===== config.mk =====
export PLATFORM = sky130hd
export DESIGN_NAME = scsi_hs_initiator
export DESIGN_NICKNAME = d
export VERILOG_FILES = /design/src/rtl/scsi_hs_pkg.sv /design/src/rtl/hs_sel_ctrl.sv /design/src/rtl/hs_xfer.sv /design/src/rtl/hs_phase_route.sv /design/src/rtl/scsi_hs_initiator.sv
export SDC_FILE = /design/constraint.sdc
export NUM_CORES = 1
export LEC_CHECK = 0
export BUFFER_PORTS_ARGS = -buffer_cell sky130_fd_sc_hd__buf_4
export CORE_AREA = 10 10 114 116
export DETAILED_ROUTE_END_ITERATION = 12
export DIE_AREA = 0 0 124 126
export MAX_ROUTING_LAYER = met4
export PLACE_DENSITY = 0.54
export SYNTH_ARGS = -nofsm -noshare
export SYNTH_HDL_FRONTEND = slang
export SYNTH_SLANG_ARGS = --single-unit

===== constraint.sdc =====
create_clock -name clk -period 2.51 [get_ports clk]
set_input_delay 0.1255 -clock clk [delete_from_list [all_inputs] [get_ports clk]]
set_output_delay 0.1255 -clock clk [all_outputs]
set_load 0.05 [all_outputs]

===== src/rtl/scsi_hs_pkg.sv =====
// Shared types and helpers for the initiator engine.
// Phase codes are packed as {MSG, C/D, I/O}, the order the bus lines decode.
package scsi_hs_pkg;

    typedef enum logic [2:0] {
        S_IDLE,
        S_WAIT_FREE,
        S_DRIVE_ID,
        S_SELECT,
        S_CONNECTED
    } sel_state_t;

    typedef enum logic [1:0] {
        H_WAIT_REQ,
        H_SETUP,
        H_ACK
    } hs_state_t;

    localparam logic [2:0] PH_DOUT = 3'b000;
    localparam logic [2:0] PH_DIN  = 3'b001;
    localparam logic [2:0] PH_CMD  = 3'b010;
    localparam logic [2:0] PH_STAT = 3'b011;
    localparam logic [2:0] PH_MSGI = 3'b111;

    // Parity bit that makes byte plus parity hold an odd count of ones.
    function automatic logic odd_par(input logic [7:0] d);
        return ~(^d);
    endfunction

endpackage


===== src/rtl/hs_sel_ctrl.sv =====
// Selection and connection controller.
// Takes a start request, waits for a quiet bus, drives the target's ID bit,
// raises SEL, and then either connects on BSY or times out.
// While connected it ends the connection once the target drops BSY with no
// handshake open.
// Assumes bus inputs are synchronous to clk and ID_W <= 3.
module hs_sel_ctrl
    import scsi_hs_pkg::*;
#(
    parameter int ID_W        = 3,
    parameter int SEL_TIMEOUT = 50000
) (
    input  logic            clk,
    input  logic            rst_n,
    input  logic            start_i,
    input  logic [ID_W-1:0] target_id_i,
    input  logic            bsy_i,
    input  logic            bus_quiet_i,
    input  logic            release_ok_i,
    output logic            sel_o,
    output logic            id_drive_o,
    output logic [7:0]      id_byte_o,
    output logic            connected_o,
    output logic            sel_start_o,
    output logic            busy_o,
    output logic            sel_timeout_o,
    output logic            done_o
);

    localparam int               CNT_W    = $clog2(SEL_TIMEOUT + 1);
    localparam logic [CNT_W-1:0] CNT_LAST = CNT_W'(SEL_TIMEOUT - 1);

    sel_state_t       state_q;
    logic [CNT_W-1:0] cnt_q;
    logic [ID_W-1:0]  id_q;
    logic             timeout_q;
    logic             done_q;

    // Selection state machine with the BSY timeout counter.
    always_ff @(posedge clk) begin
        if (!rst_n) begin
            state_q   <= S_IDLE;
            cnt_q     <= '0;
            id_q      <= '0;
            timeout_q <= 1'b0;
            done_q    <= 1'b0;
        end else begin
            timeout_q <= 1'b0;
            done_q    <= 1'b0;
            case (state_q)
                S_IDLE: begin
                    if (start_i) begin
                        id_q    <= target_id_i;
                        state_q <= S_WAIT_FREE;
                    end
                end
                S_WAIT_FREE: begin
                    if (bus_quiet_i) state_q <= S_DRIVE_ID;
                end
                S_DRIVE_ID: begin
                    cnt_q   <= '0;
                    state_q <= S_SELECT;
                end
                S_SELECT: begin
                    if (bsy_i) begin
                        state_q <= S_CONNECTED;
                    end else if (cnt_q == CNT_LAST) begin
                        state_q   <= S_IDLE;
                        timeout_q <= 1'b1;
                    end else begin
                        cnt_q <= cnt_q + CNT_W'(1);
                    end
                end
                S_CONNECTED: begin
                    if (!bsy_i && release_ok_i) begin
                        state_q <= S_IDLE;
                        done_q  <= 1'b1;
                    end
                end
                default: state_q <= S_IDLE;
            endcase
        end
    end

    // Bus-facing decode of the selection state.
    always_comb begin
        id_drive_o  = (state_q == S_DRIVE_ID) || (state_q == S_SELECT);
        sel_o       = (state_q == S_SELECT);
        connected_o = (state_q == S_CONNECTED);
        busy_o      = (state_q != S_IDLE);
        sel_start_o = (state_q == S_WAIT_FREE) && bus_quiet_i;
        id_byte_o   = 8'(1) << id_q;
    end

    assign sel_timeout_o = timeout_q;
    assign done_o        = done_q;

endmodule


===== src/rtl/hs_xfer.sv =====
// REQ/ACK handshake engine for one byte at a time.
// Inbound REQ: capture happens in the route block and ACK rises at once.
// Outbound REQ: the byte is latched, driven for one cycle, then ACK rises.
// ACK and the drive enable stay up until REQ is sampled low.
// Assumes REQ stays high until ACK is seen and the phase lines are stable
// while REQ is high.
module hs_xfer
    import scsi_hs_pkg::*;
(
    input  logic       clk,
    input  logic       rst_n,
    input  logic       active_i,
    input  logic       req_i,
    input  logic       io_i,
    input  logic [7:0] out_byte_i,
    output logic       take_in_o,
    output logic       take_out_o,
    output logic       ack_o,
    output logic       drive_o,
    output logic [7:0] db_o,
    output logic       idle_o
);

    hs_state_t  state_q;
    logic       out_q;
    logic [7:0] byte_q;

    // Acceptance of a new REQ in either direction.
    always_comb begin
        take_in_o  = active_i && (state_q == H_WAIT_REQ) && req_i && io_i;
        take_out_o = active_i && (state_q == H_WAIT_REQ) && req_i && !io_i;
    end

    // Handshake sequencing and the outbound byte latch.
    always_ff @(posedge clk) begin
        if (!rst_n) begin
            state_q <= H_WAIT_REQ;
            out_q   <= 1'b0;
            byte_q  <= '0;
        end else begin
            case (state_q)
                H_WAIT_REQ: begin
                    if (take_in_o) begin
                        out_q   <= 1'b0;
                        state_q <= H_ACK;
                    end else if (take_out_o) begin
                        out_q   <= 1'b1;
                        byte_q  <= out_byte_i;
                        state_q <= H_SETUP;
                    end
                end
                H_SETUP: state_q <= H_ACK;
                H_ACK: begin
                    if (!req_i) begin
                        out_q   <= 1'b0;
                        state_q <= H_WAIT_REQ;
                    end
                end
                default: state_q <= H_WAIT_REQ;
            endcase
        end
    end

    // Output decode of the handshake state.
    always_comb begin
        ack_o   = (state_q == H_ACK);
        drive_o = (state_q == H_SETUP) || ((state_q == H_ACK) && out_q);
        idle_o  = (state_q == H_WAIT_REQ);
        db_o    = byte_q;
    end

endmodule


===== src/rtl/hs_phase_route.sv =====
// Routes bytes by bus phase.
// Outbound: selects the command, data-out or zero byte and advances the
// matching index.
// Inbound: stores data-in, status or message bytes with a strobe and keeps a
// sticky parity error.
// Assumes take strobes come from hs_xfer and clear_i marks a new selection.
module hs_phase_route
    import scsi_hs_pkg::*;
#(
    parameter int IDX_W = 8
) (
    input  logic             clk,
    input  logic             rst_n,
    input  logic             clear_i,
    input  logic [2:0]       phase_i,
    input  logic [7:0]       db_i,
    input  logic             dbp_i,
    input  logic             take_in_i,
    input  logic             take_out_i,
    input  logic [7:0]       cmd_byte_i,
    input  logic [7:0]       dout_byte_i,
    output logic [7:0]       out_byte_o,
    output logic [IDX_W-1:0] cmd_idx_o,
    output logic [IDX_W-1:0] dout_idx_o,
    output logic [7:0]       din_byte_o,
    output logic             din_valid_o,
    output logic [7:0]       status_o,
    output logic             status_valid_o,
    output logic [7:0]       msg_o,
    output logic             msg_valid_o,
    output logic             parity_err_o
);

    logic par_bad;

    // Outbound byte selection by phase.
    always_comb begin
        case (phase_i)
            PH_CMD:  out_byte_o = cmd_byte_i;
            PH_DOUT: out_byte_o = dout_byte_i;
            default: out_byte_o = 8'h00;
        endcase
        par_bad = (^{db_i, dbp_i}) == 1'b0;
    end

    // Outbound index counters, restarted at each selection.
    always_ff @(posedge clk) begin
        if (!rst_n || clear_i) begin
            cmd_idx_o  <= '0;
            dout_idx_o <= '0;
        end else if (take_out_i) begin
            if (phase_i == PH_CMD)  cmd_idx_o  <= cmd_idx_o + IDX_W'(1);
            if (phase_i == PH_DOUT) dout_idx_o <= dout_idx_o + IDX_W'(1);
        end
    end

    // Inbound capture with strobes.
    always_ff @(posedge clk) begin
        if (!rst_n) begin
            din_byte_o     <= '0;
            status_o       <= '0;
            msg_o          <= '0;
            din_valid_o    <= 1'b0;
            status_valid_o <= 1'b0;
            msg_valid_o    <= 1'b0;
        end else begin
            din_valid_o    <= 1'b0;
            status_valid_o <= 1'b0;
            msg_valid_o    <= 1'b0;
            if (take_in_i) begin
                case (phase_i)
                    PH_DIN: begin
                        din_byte_o  <= db_i;
                        din_valid_o <= 1'b1;
                    end
                    PH_STAT: begin
                        status_o       <= db_i;
                        status_valid_o <= 1'b1;
                    end
                    PH_MSGI: begin
                        msg_o       <= db_i;
                        msg_valid_o <= 1'b1;
                    end
                    default: ;
                endcase
            end
        end
    end

    // Sticky parity flag, cleared when a new selection starts.
    always_ff @(posedge clk) begin
        if (!rst_n || clear_i) begin
            parity_err_o <= 1'b0;
        end else if (take_in_i && par_bad) begin
            parity_err_o <= 1'b1;
        end
    end

endmodule


===== src/rtl/scsi_hs_initiator.sv =====
// Top of the initiator engine.
// Joins the selection controller, the handshake engine and the phase router,
// and merges the two data-line drivers with odd parity.
// Assumes all bus inputs are active-high and already synchronised to clk.
module scsi_hs_initiator
    import scsi_hs_pkg::*;
#(
    parameter int ID_W        = 3,
    parameter int SEL_TIMEOUT = 50000,
    parameter int IDX_W       = 8
) (
    input  logic             clk,
    input  logic             rst_n,
    input  logic             start_i,
    input  logic [ID_W-1:0]  target_id_i,
    input  logic [7:0]       cmd_byte_i,
    output logic [IDX_W-1:0] cmd_idx_o,
    input  logic [7:0]       dout_byte_i,
    output logic [IDX_W-1:0] dout_idx_o,
    output logic [7:0]       din_byte_o,
    output logic             din_valid_o,
    output logic [7:0]       status_o,
    output logic             status_valid_o,
    output logic [7:0]       msg_o,
    output logic             msg_valid_o,
    output logic             parity_err_o,
    output logic             busy_o,
    output logic             done_o,
    output logic             sel_timeout_o,
    input  logic             bsy_i,
    output logic             sel_o,
    input  logic             cd_i,
    input  logic             io_i,
    input  logic             msg_i,
    input  logic             req_i,
    output logic             ack_o,
    input  logic [7:0]       db_i,
    input  logic             dbp_i,
    output logic [7:0]       db_o,
    output logic             dbp_o,
    output logic             db_oe_o
);

    logic       bus_quiet;
    logic       id_drive;
    logic [7:0] id_byte;
    logic       connected;
    logic       sel_start;
    logic       xfer_idle;
    logic       take_in;
    logic       take_out;
    logic       xfer_drive;
    logic [7:0] xfer_byte;
    logic [7:0] out_byte;
    logic [2:0] phase;

    // Bus-free test and phase code assembly.
    always_comb begin
        bus_quiet = !bsy_i && !req_i && !cd_i && !io_i && !msg_i;
        phase     = {msg_i, cd_i, io_i};
    end

    hs_sel_ctrl #(
        .ID_W        (ID_W),
        .SEL_TIMEOUT (SEL_TIMEOUT)
    ) sel_i (
        .clk           (clk),
        .rst_n         (rst_n),
        .start_i       (start_i),
        .target_id_i   (target_id_i),
        .bsy_i         (bsy_i),
        .bus_quiet_i   (bus_quiet),
        .release_ok_i  (xfer_idle),
        .sel_o         (sel_o),
        .id_drive_o    (id_drive),
        .id_byte_o     (id_byte),
        .connected_o   (connected),
        .sel_start_o   (sel_start),
        .busy_o        (busy_o),
        .sel_timeout_o (sel_timeout_o),
        .done_o        (done_o)
    );

    hs_xfer xfer_i (
        .clk        (clk),
        .rst_n      (rst_n),
        .active_i   (connected),
        .req_i      (req_i),
        .io_i       (io_i),
        .out_byte_i (out_byte),
        .take_in_o  (take_in),
        .take_out_o (take_out),
        .ack_o      (ack_o),
        .drive_o    (xfer_drive),
        .db_o       (xfer_byte),
        .idle_o     (xfer_idle)
    );

    hs_phase_route #(
        .IDX_W (IDX_W)
    ) route_i (
        .clk            (clk),
        .rst_n          (rst_n),
        .clear_i        (sel_start),
        .phase_i        (phase),
        .db_i           (db_i),
        .dbp_i          (dbp_i),
        .take_in_i      (take_in),
        .take_out_i     (take_out),
        .cmd_byte_i     (cmd_byte_i),
        .dout_byte_i    (dout_byte_i),
        .out_byte_o     (out_byte),
        .cmd_idx_o      (cmd_idx_o),
        .dout_idx_o     (dout_idx_o),
        .din_byte_o     (din_byte_o),
        .din_valid_o    (din_valid_o),
        .status_o       (status_o),
        .status_valid_o (status_valid_o),
        .msg_o          (msg_o),
        .msg_valid_o    (msg_valid_o),
        .parity_err_o   (parity_err_o)
    );

    // Merge of the ID driver and the handshake driver, plus parity.
    always_comb begin
        db_oe_o = id_drive || xfer_drive;
        db_o    = id_drive ? id_byte : (xfer_drive ? xfer_byte : 8'h00);
        dbp_o   = odd_par(db_o);
    end

endmodule


==> results.py, run 1 <==
metrics = {
    "setup_path": {
        "worstPathRequired_ns": 2.38,
        "crit_chain": "and2b_1, a21oi_1, buf_4, a21oi_1, a21o_1, xnor2_1, buf_4",
        "crit_path_start_kind": "flop",
        "path_class": "reg2out",
        "crit_family": "flip-flops",
        "regToRegStartpoint": "xfer_i.state_q[0]",
        "r2r_slack_ns": 0.38,
        "critPathBufInv": 2,
        "cp_slowest_cell": "dfxtp_1",
        "worstRegToRegCells": 5,
        "cp_max_fo": 11,
        "slowest_delay_ns": 0.46,
        "crit_arrival_ns": 2.13,
        "cp-end-kind": "output pin",
        "reg2reg_to": "route_i.msg_o[2]",
    },
    "floorplanning": {
        "die_area_mm2": 0.0156,
        "die_x_um": 124,
        "num_rows": 38,
        "start_util_pct": 34.5,
        "core_mm2": 0.0107,
        "ioPinCount": 95,
        "chipHeight_um": 126,
    },
    "grt": {
        "grt_usage_pct": 12.8,
        "grt_antenna_before_repair": 0,
        "grt_pass1_wl_um": 15800,
        "grt_overflow": 0,
        "grt_pass1_vias": 3135,
        "grt_start_max_net_pins": 29,
    },
    "run": {
        "drv_cap": 0,
    },
    "clock_network": {
        "clk_latency_ns": 0.36,
        "cts-hold-fix-buffers": 5,
        "htree_levels": 3,
        "cts_setup_buffers": 0,
        "cts_resized": 0,
        "root_buffer": "clkbuf_8",
        "cts_max_path_buffers": 2,
        "clk_pin_slew_worst_paths_ns": 0.09,
        "numCtsBuffers": 9,
        "cts_sinks": 79,
        "cts_tree": "built",
    },
    "finish": {
        "drive_gt1_share_pct": 24.9,
        "nets": 548,
        "final_area_mm2": 0.00479,
        "antenna_cells": 0,
        "finalNonFillerCells": 654,
        "area_growth_pct": 29.8,
    },
    "outcome": {
        "status": "finished clean",
    },
    "power": {
        "powerDensity_mw_per_mm2": 516,
        "peakVddDrop_v": 0.000220,
        "total_leakage_power_nw": 2.04,
    },
    "sta": {
        "hold_slack_ns": 0.0404,
        "fmax_ghz": 0.444,
        "slew_headroom_pct": 59.7,
        "setup_tns_ns": 0,
        "skew_ns": 0.0167,
        "finalMaxSlewViolations": 0,
        "fin_crit_ns": 2.25,
        "period_share_pct": 89.7,
        "rsz0062_at_grt": "no",
        "finalSetupViolations": 0,
        "final_hold_viol_count": 0,
        "worst_slew_pin_slew_ns": 0.602,
    },
    "drt": {
        "routedWlPerCell_um": 14.9,
        "drt_wl_total_um": 9710,
        "ant_nets": 0,
        "avgViaCountPerCell": 4.86,
        "drt_iter0_drc": 164,
        "drc": 0,
        "first_pass_iters": 4,
        "routed-via-count": 3178,
    },
    "place": {
        "dpl_cell_area_mm2": 0.00454,
        "dp_cells": 633,
        "dp_hpwl_um": 7240,
        "port_buffers": 94,
        "gp_congestion": 0.834,
    },
    "worst_hold_path": {
        "hold_path_depth": 3,
        "hold_path.class": "in2reg",
        "holdPathEnd": "route_i.din_byte_o[0]",
        "worstHoldStart": "db_i[0]",
    },
    "synthesis": {
        "synth_top_area_share_pct": 42.8,
        "synthDistinctLibCells": 48,
        "yosysTopAreaCell": "dfxtp_1",
        "syn_area_per_cell_um2": 9.02,
        "syn_area_mm2": 0.00369,
        "yosysWarnings": 0,
        "syn_nets": 448,
        "synth_ff_type": "dfxtp_1",
        "synth_edf_count": 0,
        "ys_seq_elements": 79,
        "ys_top_cells_by_area": "dfxtp_1 43%, mux2i_1 12%, nor2_1 9.2%, xnor2_1 4.7%, xor2_1 3.6%",
        "seq_area_frac_synth_pct": 42.8,
        "syn_inst": 409,
        "synth-async-reset-ratio_pct": 0,
    },
}
-- synth_stat cells, types with 8 or more instances --
library cell / count
xnor2_1: 20
o21ai_0: 8
nand2_1: 15
or3_1: 10
a21oi_1: 16
nor2_1: 90
nand4_1: 13
clkbuf_1: 12
xor2_1: 15
dfxtp_1: 79
mux2i_1: 44
nand3_1: 13
-- stage by stage --
step	utilization, %	worst slack (ns)	power [W]
6_report	44.8	0.257	0.00247
4_1_cts	44.8	0.247	0.00251
5_1_grt	44.8	0.0905	0.00258
2_1_floorplan	-	0.230	0.00143
3_3_place_gp	42.4	0.434	0.00152
3_5_place_dp	42.4	0.395	0.00152
-- worst register-to-register path, cell delays in order, from the launching register on --
cell	delay [ns]
dfxtp_1	0.38
or3b_2	0.54
or2_1	0.26
or3_1	0.56
mux2i_1	0.24
nor2_1	0.05
-- sequential cells by signal, indices dropped and copies added (netlist names), 2 cells and up --
| name | cells |
|---|---|
| sel_i.state_q | 3 |
| route_i.msg_o | 8 |
| sel_i.id_q | 3 |
| route_i.status_o | 8 |
| sel_i.cnt_q | 16 |
| route_i.cmd_idx_o | 8 |
| route_i.din_byte_o | 8 |
| route_i.dout_idx_o | 8 |
| xfer_i.state_q | 2 |
| xfer_i.db_o | 8 |
-- where the power goes --
group / switching, W / internal (W) / leakage, nW / total (W)
clock: 0.000506 / 0.000468 / 0.0925 / 0.000973
combinational: 0.000127 / 0.000100 / 1.31 / 0.000227
sequential: 0.0000116 / 0.00126 / 0.637 / 0.00127
total: 0.000644 / 0.00183 / 2.04 / 0.00247
-- cell families after synthesis --
group | share of synthesized area, %
xor+xnor | 8.92
compound gates | 7.19
buf+inv | 3.12
fa+ha+maj | 1.02
flops | 42.8
mux | 11.9
simple gates | 25.0
-- area by class of cell --
cell class | instances | area (um2)
sequential | 79 | 1580
inverter | 6 | 22.5
clock inverter | 7 | 78.8
fill | 1040 | 5910
timing repair buffer | 107 | 816
clock buffer | 9 | 124
tap | 140 | 175
multi-input combinational | 306 | 1990
-- cells in the final DEF (no fill, tap or decap), types with 2 or more instances in the layout --
master	count
a211oi_1	2
a21oi_1	16
a22o_1	4
a31oi_1	2
a32o_1	4
and2_1	4
and3_1	5
buf_4	102
clkbuf_8	9
clkinvlp_4	3
dfxtp_1	79
dlygate4sd3_1	5
ha_1	3
inv_1	5
inv_6	2
mux2i_1	44
nand2_1	15
nand2b_1	5
nand3_1	13
nand3b_1	2
nand4_1	13
nor2_1	90
nor3_1	3
nor4_1	5
nor4_2	2
o21ai_0	8
or3_1	10
or3b_2	2
or4b_2	2
xnor2_1	20
xor2_1	15
-- worst max-delay path by stage --
stage,start,depth (start not counted),to,slack [ns]
after detailed placement,xfer_i.state_q[0],5,route_i.msg_o[2],0.39
after global placement,xfer_i.state_q[0],5,route_i.msg_o[1],0.43
final,sel_i.state_q[2],7,dbp_o,0.26
after CTS,sel_i.state_q[2],7,dbp_o,0.25
after global routing,sel_i.state_q[2],7,dbp_o,0.09
after floorplan,sel_i.state_q[2],6,dbp_o,0.23
-- routing by layer --
layer / vias up / part of all wire (%) / track usage [%]
met5: - / 0 / -
met4: 0 / 1.1 / 3.66
met3: 9 / 6.5 / 4.29
met2: 84 / 45 / 19.0
met1: 1467 / 48 / 16.0
li1: 1618 / - / -
No activity file was read; power rests on OpenSTA's default activity.
==> inputs of run 2 (changes only) <==
==> constraint.sdc (replaced) <==
create_clock -name clk -period 2.51 [get_ports clk]
set_input_delay 0 -clock clk [delete_from_list [all_inputs] [get_ports clk]]
set_output_delay 0 -clock clk [all_outputs]
set_load 0.05 [all_outputs]
==> results.py, run 2 (synthesis gave the netlist of run 1 again) <==
metrics = {
    "finish": {
        "most-common-layout-cells": "103 x buf_4, 90 x nor2_1, 79 x dfxtp_1",
        "drive_gt1_share_pct": 24.6,
        "antenna_cells": 0,
        "area_growth_pct": 33.3,
        "final_area_mm2": 0.00492,
        "mostFrequentLayoutCell": "buf_4",
        "nets": 559,
        "top_register": "sel_i.cnt_q",
        "largest_register_ffs": 16,
    },
    "clock_network": {
        "cts_resized": 0,
        "cts_tree": "built",
        "numCtsBuffers": 9,
        "clk_pin_slew_worst_paths_ns": 0.09,
        "clk_latency_ns": 0.35,
        "cts_setup_buffers": 0,
        "htree_levels": 3,
        "cts_sinks": 79,
        "root_buffer": "clkbuf_8",
        "cts_max_path_buffers": 2,
    },
    "setup_path": {
        "worstPathRequired_ns": 2.75,
        "crit_path_start_kind": "flop",
        "cp_slowest_cell": "or3_1",
        "worstRegToRegCells": 5,
        "critPathBufInv": 0,
        "crit_family": "simple AND/OR/NAND/NOR gates",
        "cp-end-kind": "flop",
        "crit_chain": "or3b_2, or2_1, or3_1, mux2i_1, nor2_1",
        "path_class": "reg2reg",
        "regToRegStartpoint": "xfer_i.state_q[0]",
        "crit_arrival_ns": 2.39,
        "reg2reg_to": "route_i.msg_o[2]",
        "cp_max_fo": 8,
        "r2r_slack_ns": 0.36,
        "slowest_delay_ns": 0.59,
    },
    "drt": {
        "drc": 0,
        "drt_wl_total_um": 9630,
        "routedWlPerCell_um": 14.5,
        "drt_iter0_drc": 128,
        "routed-via-count": 3182,
        "ant_nets": 0,
        "avgViaCountPerCell": 4.78,
        "first_pass_iters": 4,
    },
    "floorplanning": {
        "chipHeight_um": 126,
        "ioPinCount": 95,
        "die_x_um": 124,
        "core_mm2": 0.0107,
        "die_area_mm2": 0.0156,
        "start_util_pct": 34.5,
        "num_rows": 38,
    },
    "sta": {
        "final_hold_viol_count": 0,
        "setup_tns_ns": 0,
        "finalMaxSlewViolations": 0,
        "rsz0062_at_grt": "no",
        "slew_headroom_pct": 59.1,
        "finalSetupViolations": 0,
        "period_share_pct": 85.6,
        "fmax_ghz": 0.466,
        "skew_ns": 0.0123,
        "worst_slew_pin_slew_ns": 0.613,
        "fin_crit_ns": 2.15,
        "hold_slack_ns": 0.0434,
    },
    "worst_hold_path": {
        "hold_path.class": "in2reg",
        "hold_path_depth": 5,
        "holdPathEnd": "xfer_i.db_o[2]",
        "worstHoldStart": "dout_byte_i[2]",
    },
    "grt": {
        "grt_start_max_net_pins": 30,
        "grt_pass1_vias": 3244,
        "grt_antenna_before_repair": 0,
        "grt_overflow": 0,
        "grt_pass1_wl_um": 15900,
        "grt_usage_pct": 12.7,
    },
    "power": {
        "powerDensity_mw_per_mm2": 518,
        "peakVddDrop_v": 0.000239,
        "total_leakage_power_nw": 2.10,
    },
    "place": {
        "dp_hpwl_um": 7230,
        "port_buffers": 94,
        "dpl_cell_area_mm2": 0.00455,
        "gp_congestion": 0.778,
    },
    "run": {
        "drv_cap": 0,
    },
    "outcome": {
        "status": "finished clean",
    },
}
## run 2: per-stage QoR
step	utilization, %	std cells	power (W)	setup slack (ns)
after floorplan	-	409	0.00143	0.284
after global placement	42.5	634	0.00152	0.429
after detailed placement	42.5	634	0.00152	0.388
after CTS	46.0	665	0.00259	0.367
after global routing	46.0	665	0.00266	0.216
final	46.0	665	0.00255	0.362
## run 2: worst max-delay path by stage
| stage | startpoint | end | slack [ns] | cells after the start |
|---|---|---|---|---|
| global placement | xfer_i.state_q[0] | route_i.msg_o[0] | 0.43 | 5 |
| CTS | xfer_i.state_q[0] | route_i.msg_o[2] | 0.37 | 5 |
| global route | sel_i.state_q[2] | dbp_o | 0.22 | 7 |
| floorplan | sel_i.state_q[1] | sel_i.state_q[1] | 0.28 | 8 |
| detailed placement | xfer_i.state_q[0] | route_i.msg_o[2] | 0.39 | 5 |
| finish | xfer_i.state_q[0] | route_i.msg_o[2] | 0.36 | 5 |
## run 2: cell type report
type,count,area [um2]
Sequential cell,79,1580
Inverter,6,22.5
Timing Repair Buffer,118,923
Clock inverter,7,97.6
Fill cell,1055,5780
Clock buffer,9,124
Multi-Input combinational cell,306,1990
Tap cell,140,175
## run 2: where the power goes
group | switching, W | leakage, nW | internal, W
registers | 0.0000113 | 0.637 | 0.00126
clock network | 0.000476 | 0.105 | 0.000561
logic | 0.000128 | 1.36 | 0.000110
total | 0.000615 | 2.10 | 0.00193
## run 2: tightest hold or removal path, cell delays in order
cell and delay (ns):
buf_4 0.08, mux2i_1 0.05, nor2_1 0.08, mux2i_1 0.07, nor2_1 0.07
## run 2: layer usage
| layer | routed length (um) | track usage [%] |
|---|---|---|
| met5 | 0 | - |
| met2 | 4460 | 19.5 |
| met4 | 57 | 3.32 |
| met3 | 566 | 4.20 |
| met1 | 4550 | 15.5 |
## run 2: repair_timing
item | in CTS | in global routing
hold buffers | 15 | 0
setup endpoints to repair | 0 | 0
hold endpoints to repair | 36 | 0
